--- src/rtl/pwm_evt_pkg.sv ---
package pwm_evt_pkg;
  localparam int CFG_W    = 16;
  localparam int CODE_W   = 4;
  localparam int GIDX_W   = 3;
  localparam int B_OEN    = 15;
  localparam int B_POL    = 14;
  localparam int B_NOSTR  = 13;
  localparam int B_SYNC   = 12;
  localparam int CODE_LSB = 4;
  localparam int GIDX_LSB = 0;

  typedef struct packed {
    logic              oen;
    logic              pol;
    logic              nostr;
    logic              sync;
    logic [CODE_W-1:0] code;
    logic [GIDX_W-1:0] gidx;
  } evt_cfg_t;

  localparam logic [CODE_W-1:0] CODE_FALLBACK = '0;
endpackage

--- src/rtl/evt_select.sv ---
module evt_select import pwm_evt_pkg::*; #(
  parameter int NUM_GEN = 8,
  parameter int NUM_SIG = 9
) (
  input  logic [NUM_GEN*NUM_SIG-1:0] sig_i,
  input  logic [NUM_GEN-1:0]         present_i,
  input  logic [NUM_GEN-1:0]         trg_i,
  input  logic [GIDX_W-1:0]          gidx_i,
  input  logic [CODE_W-1:0]          code_i,
  output logic                       sel_o
);
  logic [NUM_SIG-1:0] bundle [NUM_GEN];

  for (genvar g = 0; g < NUM_GEN; g++) begin : g_bundle
    assign bundle[g] = sig_i[g*NUM_SIG +: NUM_SIG];
  end

  logic [CODE_W-1:0] line;
  assign line = code_i - 1'b1;

  always_comb begin
    sel_o = 1'b0;
    for (int g = 0; g < NUM_GEN; g++) begin
      if (gidx_i == GIDX_W'(g) && present_i[g]) begin
        if (code_i == CODE_FALLBACK) sel_o = trg_i[g];
        else if (int'(code_i) <= NUM_SIG) sel_o = bundle[g][line];
      end
    end
  end
endmodule

--- src/rtl/evt_sync.sv ---
module evt_sync (
  input  logic clk_i,
  input  logic rst_ni,
  input  logic en_i,
  input  logic in_i,
  output logic out_o
);
  logic ff1_q, ff2_q;

  always_ff @(posedge clk_i or negedge rst_ni) begin
    if (!rst_ni) begin
      ff1_q <= 1'b0;
      ff2_q <= 1'b0;
    end else begin
      ff1_q <= in_i;
      ff2_q <= ff1_q;
    end
  end

  assign out_o = en_i ? ff2_q : in_i;

  p_sync_lat_r6: assert property (@(posedge clk_i) disable iff (!rst_ni)
    en_i |-> out_o == $past(in_i, 2));
endmodule

--- src/rtl/evt_stretch.sv ---
module evt_stretch #(
  parameter int MIN_WIDTH = 8
) (
  input  logic clk_i,
  input  logic rst_ni,
  input  logic en_i,
  input  logic in_i,
  output logic out_o
);
  localparam int CNT_W = $clog2(MIN_WIDTH) + 1;
  localparam logic [CNT_W-1:0] LOAD = CNT_W'(MIN_WIDTH - 1);

  logic             in_q;
  logic [CNT_W-1:0] cnt_q;
  logic             rise;

  assign rise = in_i & ~in_q;

  always_ff @(posedge clk_i or negedge rst_ni) begin
    if (!rst_ni) begin
      in_q  <= 1'b0;
      cnt_q <= '0;
    end else begin
      in_q <= in_i;
      if (rise)            cnt_q <= LOAD;
      else if (cnt_q != 0) cnt_q <= cnt_q - 1'b1;
    end
  end

  assign out_o = en_i ? (in_i | (cnt_q != 0)) : in_i;

  // an edge must still be visible one cycle later while stretching
  p_hold_r8: assert property (@(posedge clk_i) disable iff (!rst_ni)
    (en_i && in_i && !in_q) |=> (!en_i || out_o));
endmodule

--- src/rtl/pwm_evt_cond.sv ---
module pwm_evt_cond import pwm_evt_pkg::*; #(
  parameter int NUM_GEN   = 8,
  parameter int NUM_SIG   = 9,
  parameter int MIN_WIDTH = 8
) (
  input  logic                       clk_i,
  input  logic                       rst_ni,
  input  logic                       cfg_we_i,
  input  logic [CFG_W-1:0]           cfg_wdata_i,
  input  logic [NUM_GEN*NUM_SIG-1:0] gen_sig_i,
  input  logic [NUM_GEN-1:0]         gen_present_i,
  input  logic [NUM_GEN-1:0]         gen_trg_i,
  output logic                       evt_o,
  output logic                       pin_o
);
  evt_cfg_t cfg_q;
  logic     sel_sig, sync_sig, evt;
  logic     unused_cfg_bits;

  assign unused_cfg_bits = ^{cfg_wdata_i[11:8], cfg_wdata_i[3]};

  always_ff @(posedge clk_i or negedge rst_ni) begin
    if (!rst_ni) begin
      cfg_q <= '0;
    end else if (cfg_we_i) begin
      cfg_q.oen   <= cfg_wdata_i[B_OEN];
      cfg_q.pol   <= cfg_wdata_i[B_POL];
      cfg_q.nostr <= cfg_wdata_i[B_NOSTR];
      cfg_q.sync  <= cfg_wdata_i[B_SYNC];
      cfg_q.code  <= cfg_wdata_i[CODE_LSB +: CODE_W];
      cfg_q.gidx  <= cfg_wdata_i[GIDX_LSB +: GIDX_W];
    end
  end

  evt_select #(.NUM_GEN(NUM_GEN), .NUM_SIG(NUM_SIG)) u_select (
    .sig_i     (gen_sig_i),
    .present_i (gen_present_i),
    .trg_i     (gen_trg_i),
    .gidx_i    (cfg_q.gidx),
    .code_i    (cfg_q.code),
    .sel_o     (sel_sig)
  );

  evt_sync u_sync (
    .clk_i  (clk_i),
    .rst_ni (rst_ni),
    .en_i   (cfg_q.sync),
    .in_i   (sel_sig),
    .out_o  (sync_sig)
  );

  evt_stretch #(.MIN_WIDTH(MIN_WIDTH)) u_stretch (
    .clk_i  (clk_i),
    .rst_ni (rst_ni),
    .en_i   (!cfg_q.nostr),
    .in_i   (sync_sig),
    .out_o  (evt)
  );

  assign evt_o = evt;
  assign pin_o = cfg_q.oen ? (evt ^ cfg_q.pol) : cfg_q.pol;

  p_rsv_quiet_r4: assert property (@(posedge clk_i) disable iff (!rst_ni)
    (int'(cfg_q.code) > NUM_SIG) |-> !sel_sig);

  p_absent_quiet_r5: assert property (@(posedge clk_i) disable iff (!rst_ni)
    (int'(cfg_q.gidx) < NUM_GEN && !gen_present_i[cfg_q.gidx]) |-> !sel_sig);

  p_direct_path_r9: assert property (@(posedge clk_i) disable iff (!rst_ni)
    (cfg_q.nostr && !cfg_q.sync) |-> evt_o == sel_sig);

  p_pin_pol_r10: assert property (@(posedge clk_i) disable iff (!rst_ni)
    cfg_q.oen |-> ((pin_o ^ evt_o) == cfg_q.pol));
endmodule

--- config.mk ---
export PLATFORM = sky130hd
export DESIGN_NAME = pwm_evt_cond
export DESIGN_NICKNAME = d
export VERILOG_FILES = /design/src/rtl/pwm_evt_pkg.sv /design/src/rtl/evt_select.sv /design/src/rtl/evt_sync.sv /design/src/rtl/evt_stretch.sv /design/src/rtl/pwm_evt_cond.sv
export SDC_FILE = /design/constraint.sdc
export NUM_CORES = 1
export LEC_CHECK = 0
export CORE_MARGIN = 1.5
export CORE_UTILIZATION = 38
export DETAILED_ROUTE_END_ITERATION = 6
export GPL_ROUTABILITY_DRIVEN = 0
export PLACE_DENSITY = 0.82
export SYNTH_ARGS = -nofsm -noshare
export SYNTH_HDL_FRONTEND = slang
export SYNTH_SLANG_ARGS = --single-unit
--- constraint.sdc ---
create_clock -name clk_i -period 3.6 [get_ports clk_i]
set_input_delay 0.36 -clock clk_i [delete_from_list [all_inputs] [get_ports clk_i]]
set_output_delay 0.36 -clock clk_i [all_outputs]
set_load 0.02 [all_outputs]
* Yosys cells after proc, flatten, opt, wreduce, memory -nomap -nowiden
Cells that the tools add are included.
** Cells by class
- Add/sub/neg operators :: 2
- Magnitude comparators :: 2
- Eq/ne operators :: 7
- Mux-type cells :: 45
- Bitwise gates (word level) :: 4
- Reduce and logical (&&, ||, !) cells :: 12
** Operators by type and width (number)
- $mux W1 :: 35
- $bmux W1 S4 :: 8
- $eq A3 B3 Y1 const B :: 4
- $logic_and A1 B1 Y1 :: 8
- $mux W4 :: 2
- $sub A4 B1 Y4 const B :: 2
- $eq A3 B2 Y1 const B :: 2
- $lt A4 B5 Y1 const B :: 1
- $le A4 B4 Y1 const B :: 1
- $logic_not A4 Y1 :: 1
- $reduce_bool A4 Y1 :: 1
- $eq A3 B1 Y1 const B :: 1
- $logic_not A3 Y1 :: 1
- $reduce_bool A2 Y1 :: 1
- $and A1 B1 Y1 :: 1
- $not A1 Y1 :: 1
- $or A1 B1 Y1 :: 1
- $xor A1 B1 Y1 :: 1
** Word-level totals
- Flip-flop bits (word level) :: 18
- Input port bits :: 107
- Output and inout port bits :: 2
- Word-level logic and storage cells :: 82

* Longest topological paths before layout
- Word-level depth :: 32
- Depth in mapped cells :: 13

* Modules after synthesis
From an unflattened synthesis, not the netlist that was laid out.
** Unflattened totals
- Cells, all modules :: 157
- Area total of the unflattened synthesis :: 1737.9 um^2
** By module, submodules not included
- evt_select :: instances 1, cells an instance 102, area an instance 955.9 um^2
- pwm_evt_cond :: instances 1, cells an instance 27, area an instance 454.2 um^2
- evt_stretch :: instances 1, cells an instance 25, area an instance 262.8 um^2
- evt_sync :: instances 1, cells an instance 3, area an instance 65.1 um^2

* Worst setup path before layout
OpenSTA, ideal clock, no wires.
- Path kind :: register -> output
- From :: reg cfg_q[3] in the netlist's numbering
- To :: out pin_o
- Arrival time :: 3014 ps
- Required time :: 3240 ps
- Slack :: 226 ps
- Stages on the path, launching flop included :: 13
- Path buffers :: 4
- Cell sequence :: dfrtp_1 -> buf_6 -> buf_6 -> buf_2 -> inv_1 -> ha_1 -> clkbuf_1 -> mux4_2 -> a32oi_1 -> a31oi_1 -> nor4_4 -> nand2_1 -> o311ai_2
** On the way
- Cells in the longest elaborated chain, start to end :: 32
** Ends and longest elaborated chain
- start, declared :: line pwm_evt_cond.sv:16 : evt_cfg_t cfg_q;
- $sub A4 B1 Y4 :: line evt_select.sv:19 : assign line = code_i - 1'b1;
- $bmux W1 S4 :: line evt_select.sv:26 : else if (int'(code_i) <= NUM_SIG) sel_o = bundle[g][line];
- $mux W1 (implied by the code) :: line evt_select.sv:26
- $mux W1 :: line evt_select.sv:26
- $mux W1 :: line evt_select.sv:25 : if (code_i == CODE_FALLBACK) sel_o = trg_i[g];
- $mux W1 :: line evt_select.sv:24 : if (gidx_i == GIDX_W'(g) && present_i[g]) begin
- $mux W1 :: line evt_select.sv:26
- $mux W1 :: line evt_select.sv:25
- (+17 left out)
- $mux W1 :: line evt_select.sv:25
- $mux W1 (*) :: line evt_select.sv:24
- net sel_sig :: line pwm_evt_cond.sv:17 : logic sel_sig, sync_sig, evt;
- $mux W1 (*) :: line evt_sync.sv:20 : assign out_o = en_i ? ff2_q : in_i;
- $or A1 B1 Y1 :: line evt_stretch.sv:30 : assign out_o = en_i ? (in_i | (cnt_q != 0)) : in_i;
- $mux W1 (*) :: line evt_stretch.sv:30
- $xor A1 B1 Y1 (*) :: line pwm_evt_cond.sv:61 : assign pin_o = cfg_q.oen ? (evt ^ cfg_q.pol) : cfg_q.pol;
- $mux W1 (*) :: line pwm_evt_cond.sv:61
- end, declared :: line pwm_evt_cond.sv:14 : output logic pin_o
Mark *: on every way through the listed nets, which the timed path passes. The rest lies on a longest branch. The select of a mux whose other input is x is not followed.

* Worst setup path in the final report
- From :: reg cfg_q[3] in the netlist's numbering
- To :: out evt_o
** On the way
- Cells in the longest elaborated chain, start to end :: 30
** Ends and longest elaborated chain
- $sub A4 B1 Y4 :: line evt_select.sv:19
- $bmux W1 S4 :: line evt_select.sv:26
- $mux W1 (implied by the code) :: line evt_select.sv:26
- $mux W1 :: line evt_select.sv:26
- $mux W1 :: line evt_select.sv:25
- $mux W1 :: line evt_select.sv:24
- $mux W1 :: line evt_select.sv:26
- $mux W1 :: line evt_select.sv:25
- (+15 left out)
- $mux W1 :: line evt_select.sv:24
- $mux W1 :: line evt_select.sv:26
- $mux W1 :: line evt_select.sv:25
- $mux W1 (*) :: line evt_select.sv:24
- $mux W1 (*) :: line evt_sync.sv:20
- net sync_sig :: line pwm_evt_cond.sv:17
- $or A1 B1 Y1 :: line evt_stretch.sv:30
- $mux W1 (*) :: line evt_stretch.sv:30
- end, declared :: line pwm_evt_cond.sv:13 : output logic evt_o,
Marks and branches as above.

==> flow_metrics.env <==
export IMPL_gr_total_overflow=0
export IMPL_fmax_mhz=288
export IMPL_drc=2
export IMPL_vias=1950
export IMPL_grt_usage_pct=21.8
export IMPL_worstSetupEndpointType="output port"
export IMPL_ys_seq_area_share_pct=25.0
export IMPL_combPwrFrac_pct=49.4
export IMPL_timing_critical_path_buf_inv=4
export IMPL_clock_latency_ps=250
export IMPL_syn_avg_cell_area_um2=10.2
export IMPL_synth_seq_cells=18
export IMPL_cts_htree_levels=1
export IMPL_layout_common_cells="clkdlybuf4s50_1 (101), dfrtp_1 (18), mux4_2 (16)"
export IMPL_fin_ws_ps=133
export IMPL_status="finished, violations left"
export IMPL_drive_gt1_share_pct=16.8
export IMPL_rsz0062_at_grt="yes"
export IMPL_die_area_um2=5160
export IMPL_diodes=0
export IMPL_numClockSinks=18
export IMPL_slew_violations=0
export IMPL_netSwitchingFraction_pct=32.7
export IMPL_tightest_slew_ps=811
export IMPL_cts_made_buffers=3
export IMPL_intPower_mw=0.596
export IMPL_yosysUniqueCellTypes=45
export IMPL_period_share_pct=96.3
export IMPL_switching_power_mw=0.290
export IMPL_core_rowCount=24
export IMPL_crit_fanout=28
export IMPL_coreArea_um2=4440
export IMPL_clk_pin_slew_worst_paths_ps=60
export IMPL_regToRegStartpoint="cfg_q[3]$_DFFE_PN0P_"
export IMPL_dpl_worst_slack_ps=5.15
export IMPL_crit_slowest_cell="dfrtp_1"
export IMPL_drv_cap=0
export IMPL_cts_root_buffer="clkbuf_8"
export IMPL_slowest_delay_ps=410
export IMPL_drtIter0Drc=193
export IMPL_wire_per_inst_um=16.0
export IMPL_cp_top_family="buffers and inverters"
export IMPL_worst_path_most_repeated_cell="buf_4"
export IMPL_routed_via_density=5.87
export IMPL_grt_pass1_vias=1981
export IMPL_slew_headroom_pct=45.8
export IMPL_io_buffers=103
export IMPL_power_mw=0.886
export IMPL_cp_cell_sequence="buf_12 > ha_1 > o21bai_1 > buf_4 > nand2_2 > a32oi_1 > o2111ai_1 > nor4_4 > buf_4 > a31oi_1 > or2_1 > dlygate4sd2_1"
export IMPL_crit_required_ps=3240
export IMPL_hold_buffers=0
export IMPL_failed_checks="DRC"
export IMPL_finalHoldViolCount=0
export IMPL_antenna_found_initial=0
export IMPL_synthesis_nets=287
export IMPL_startpoint_type="register"
export IMPL_fin_nets=392
export IMPL_grt_max_degree=29
export IMPL_ant_nets=0
export IMPL_synth_main_ff_cell="dfrtp_1"
export IMPL_hold_class="reg -> reg"
export IMPL_cts_buffer_depth=2
export IMPL_die_y_um=71.9
export IMPL_synth_warnings=0
export IMPL_synth_edf_count=0
export IMPL_cts_tree="built"
export IMPL_crit_type="reg -> out"
export IMPL_grt_pass1_wl_um=8990
export IMPL_synth_area_um2=1800
export IMPL_synth_async_reset_ratio_pct=100
export IMPL_leakage_nw=1.08
export IMPL_syn2layout_area_growth_pct=65.6
export IMPL_fin_worst_skew_ps=2.72
export IMPL_tns_ps=0
export IMPL_power_density_nw_per_um2=297
export IMPL_io_pins=109
export IMPL_min_from="u_sync.ff1_q$_DFF_PN0_"
export IMPL_routed_wl_um=5310
export IMPL_finalWorstPathRequiredPeriod_ps=3470
export IMPL_ir_drop_uv=136
export IMPL_layout_commonest_cell="clkdlybuf4s50_1"
export IMPL_place_hpwl_um=4380
export IMPL_clkPwrFrac_pct=18.4
export IMPL_drtPass1Iterations=7
export IMPL_syn_inst=176
export IMPL_die_w_um=71.9
export IMPL_initial_core_util_pct=40.5
export IMPL_startpoint="cfg_q[3]$_DFFE_PN0P_"
export IMPL_arrival_ps=3110
export IMPL_setup_viol=0
export IMPL_p_seq_share_pct=32.2
metal layers:
metal  routed length, um  GRT usage, %
met5                   0             0
met1                2280          29.4
met3                 430          4.36
met2                2580          37.4
met4                  16          2.52
logic make-up (layout without fill, tap and decap cells):
| kind of cell | Yosys count | after routing | share of synthesized area, % |
|---|---|---|---|
| AND/OR/NAND/NOR | 61 | 61 | 21.2 |
| AO/OA/AOI/OAI | 48 | 48 | 19.9 |
| multiplexers | 23 | 23 | 24.4 |
| buffers and inverters | 20 | 124 | 5.35 |
| flip-flops | 18 | 18 | 25.0 |
| adder cells (fa/ha/maj) | 4 | 4 | 2.78 |
| XOR/XNOR | 2 | 2 | 1.39 |
path summary, 6_finish.rpt:
kind                                                  end  slack, ps  cells after the start
max                                                 evt_o        130                     12
min                                u_sync.ff2_q$_DFF_PN0_        360                      0
max reg2reg                u_stretch.cnt_q[2]$_DFFE_PN0P_        840                     11
min reg2reg                        u_sync.ff2_q$_DFF_PN0_        360                      0
max in group asynchronous            cfg_q[4]$_DFFE_PN0P_       2520                      1
min in group asynchronous            cfg_q[1]$_DFFE_PN0P_        570                      1
power by group through the flow:
stage / registers [mW] / clock network (mW) / logic [mW]
3_3_place_gp: 0.284 / 0 / 0.429
2_1_floorplan: 0.266 / 0 / 0.270
6_report: 0.285 / 0.163 / 0.438
3_5_place_dp: 0.288 / 0 / 0.436
5_1_grt: 0.291 / 0.176 / 0.483
4_1_cts: 0.285 / 0.167 / 0.437
registers in the layout (all words and copies together) (netlist names):
signal / count
cfg_q: 11
u_stretch.cnt_q: 4
u_stretch.in_q: 1
u_sync.ff1_q: 1
u_sync.ff2_q: 1
worst reg2reg max path, delay by kind of cell, from the launching register on:
| family | cells | cell delay (ps) |
|---|---|---|
| AO/OA/AOI/OAI | 5 | 1040 |
| buffers and inverters | 3 | 520 |
| AND/OR/NAND/NOR | 2 | 470 |
| flip-flops | 1 | 410 |
| adder cells (fa/ha/maj) | 1 | 210 |
what timing repair did:
item	4_1_cts	5_1_grt
hold endpoints to repair	0	0
buffers inserted	0	1
gates resized for setup	4	3
setup endpoints to repair	2	2
pin swaps	0	1
stage by stage:
step           cells  hold slack (ps)  utilization, %  cell area (um^2)
3_5_place_dp     327              344            65.4              2910
3_3_place_gp     327              335            65.4              2910
4_1_cts          331              367            66.9              2970
6_report         332              365            67.1              2980
2_1_floorplan    176             64.4               -              1800
5_1_grt          332              379            67.1              2980
area by class of cell:
cell class              count  area (um^2)
clock buffers               4         55.1
fillers                   367         1460
inverters                   7         26.3
multi-input cells         138         1270
flip-flops and latches     18          450
well taps                  52         65.1
repair buffers            113         1110
synth_stat cells, types with 2 or more instances:
library cell	number	share of area [%]
dfrtp_1	18	25
mux4_2	16	20
nand2_1	14	2.9
nand4_1	10	3.5
a21oi_1	8	2.2
inv_1	7	1.5
mux2_2	7	4.4
nor2_1	7	1.5
o2111ai_1	7	3.4
clkbuf_1	6	1.2
o21ai_0	6	1.7
o2bb2ai_1	6	2.9
buf_2	5	1.4
nand4b_1	5	2.4
ha_1	4	2.8
nand3_1	4	1.1
nor3_1	4	1.1
a211o_1	3	1.5
a32oi_1	3	1.5
nand2b_1	3	1.0
a31oi_1	2	0.69
buf_6	2	1.2
nor2b_1	2	0.69
nor4_4	2	2.4
nor4b_1	2	0.97
nor4bb_1	2	1.1
o211ai_1	2	0.83
o21ai_1	2	0.56
No activity file was read; power rests on OpenSTA's default activity.
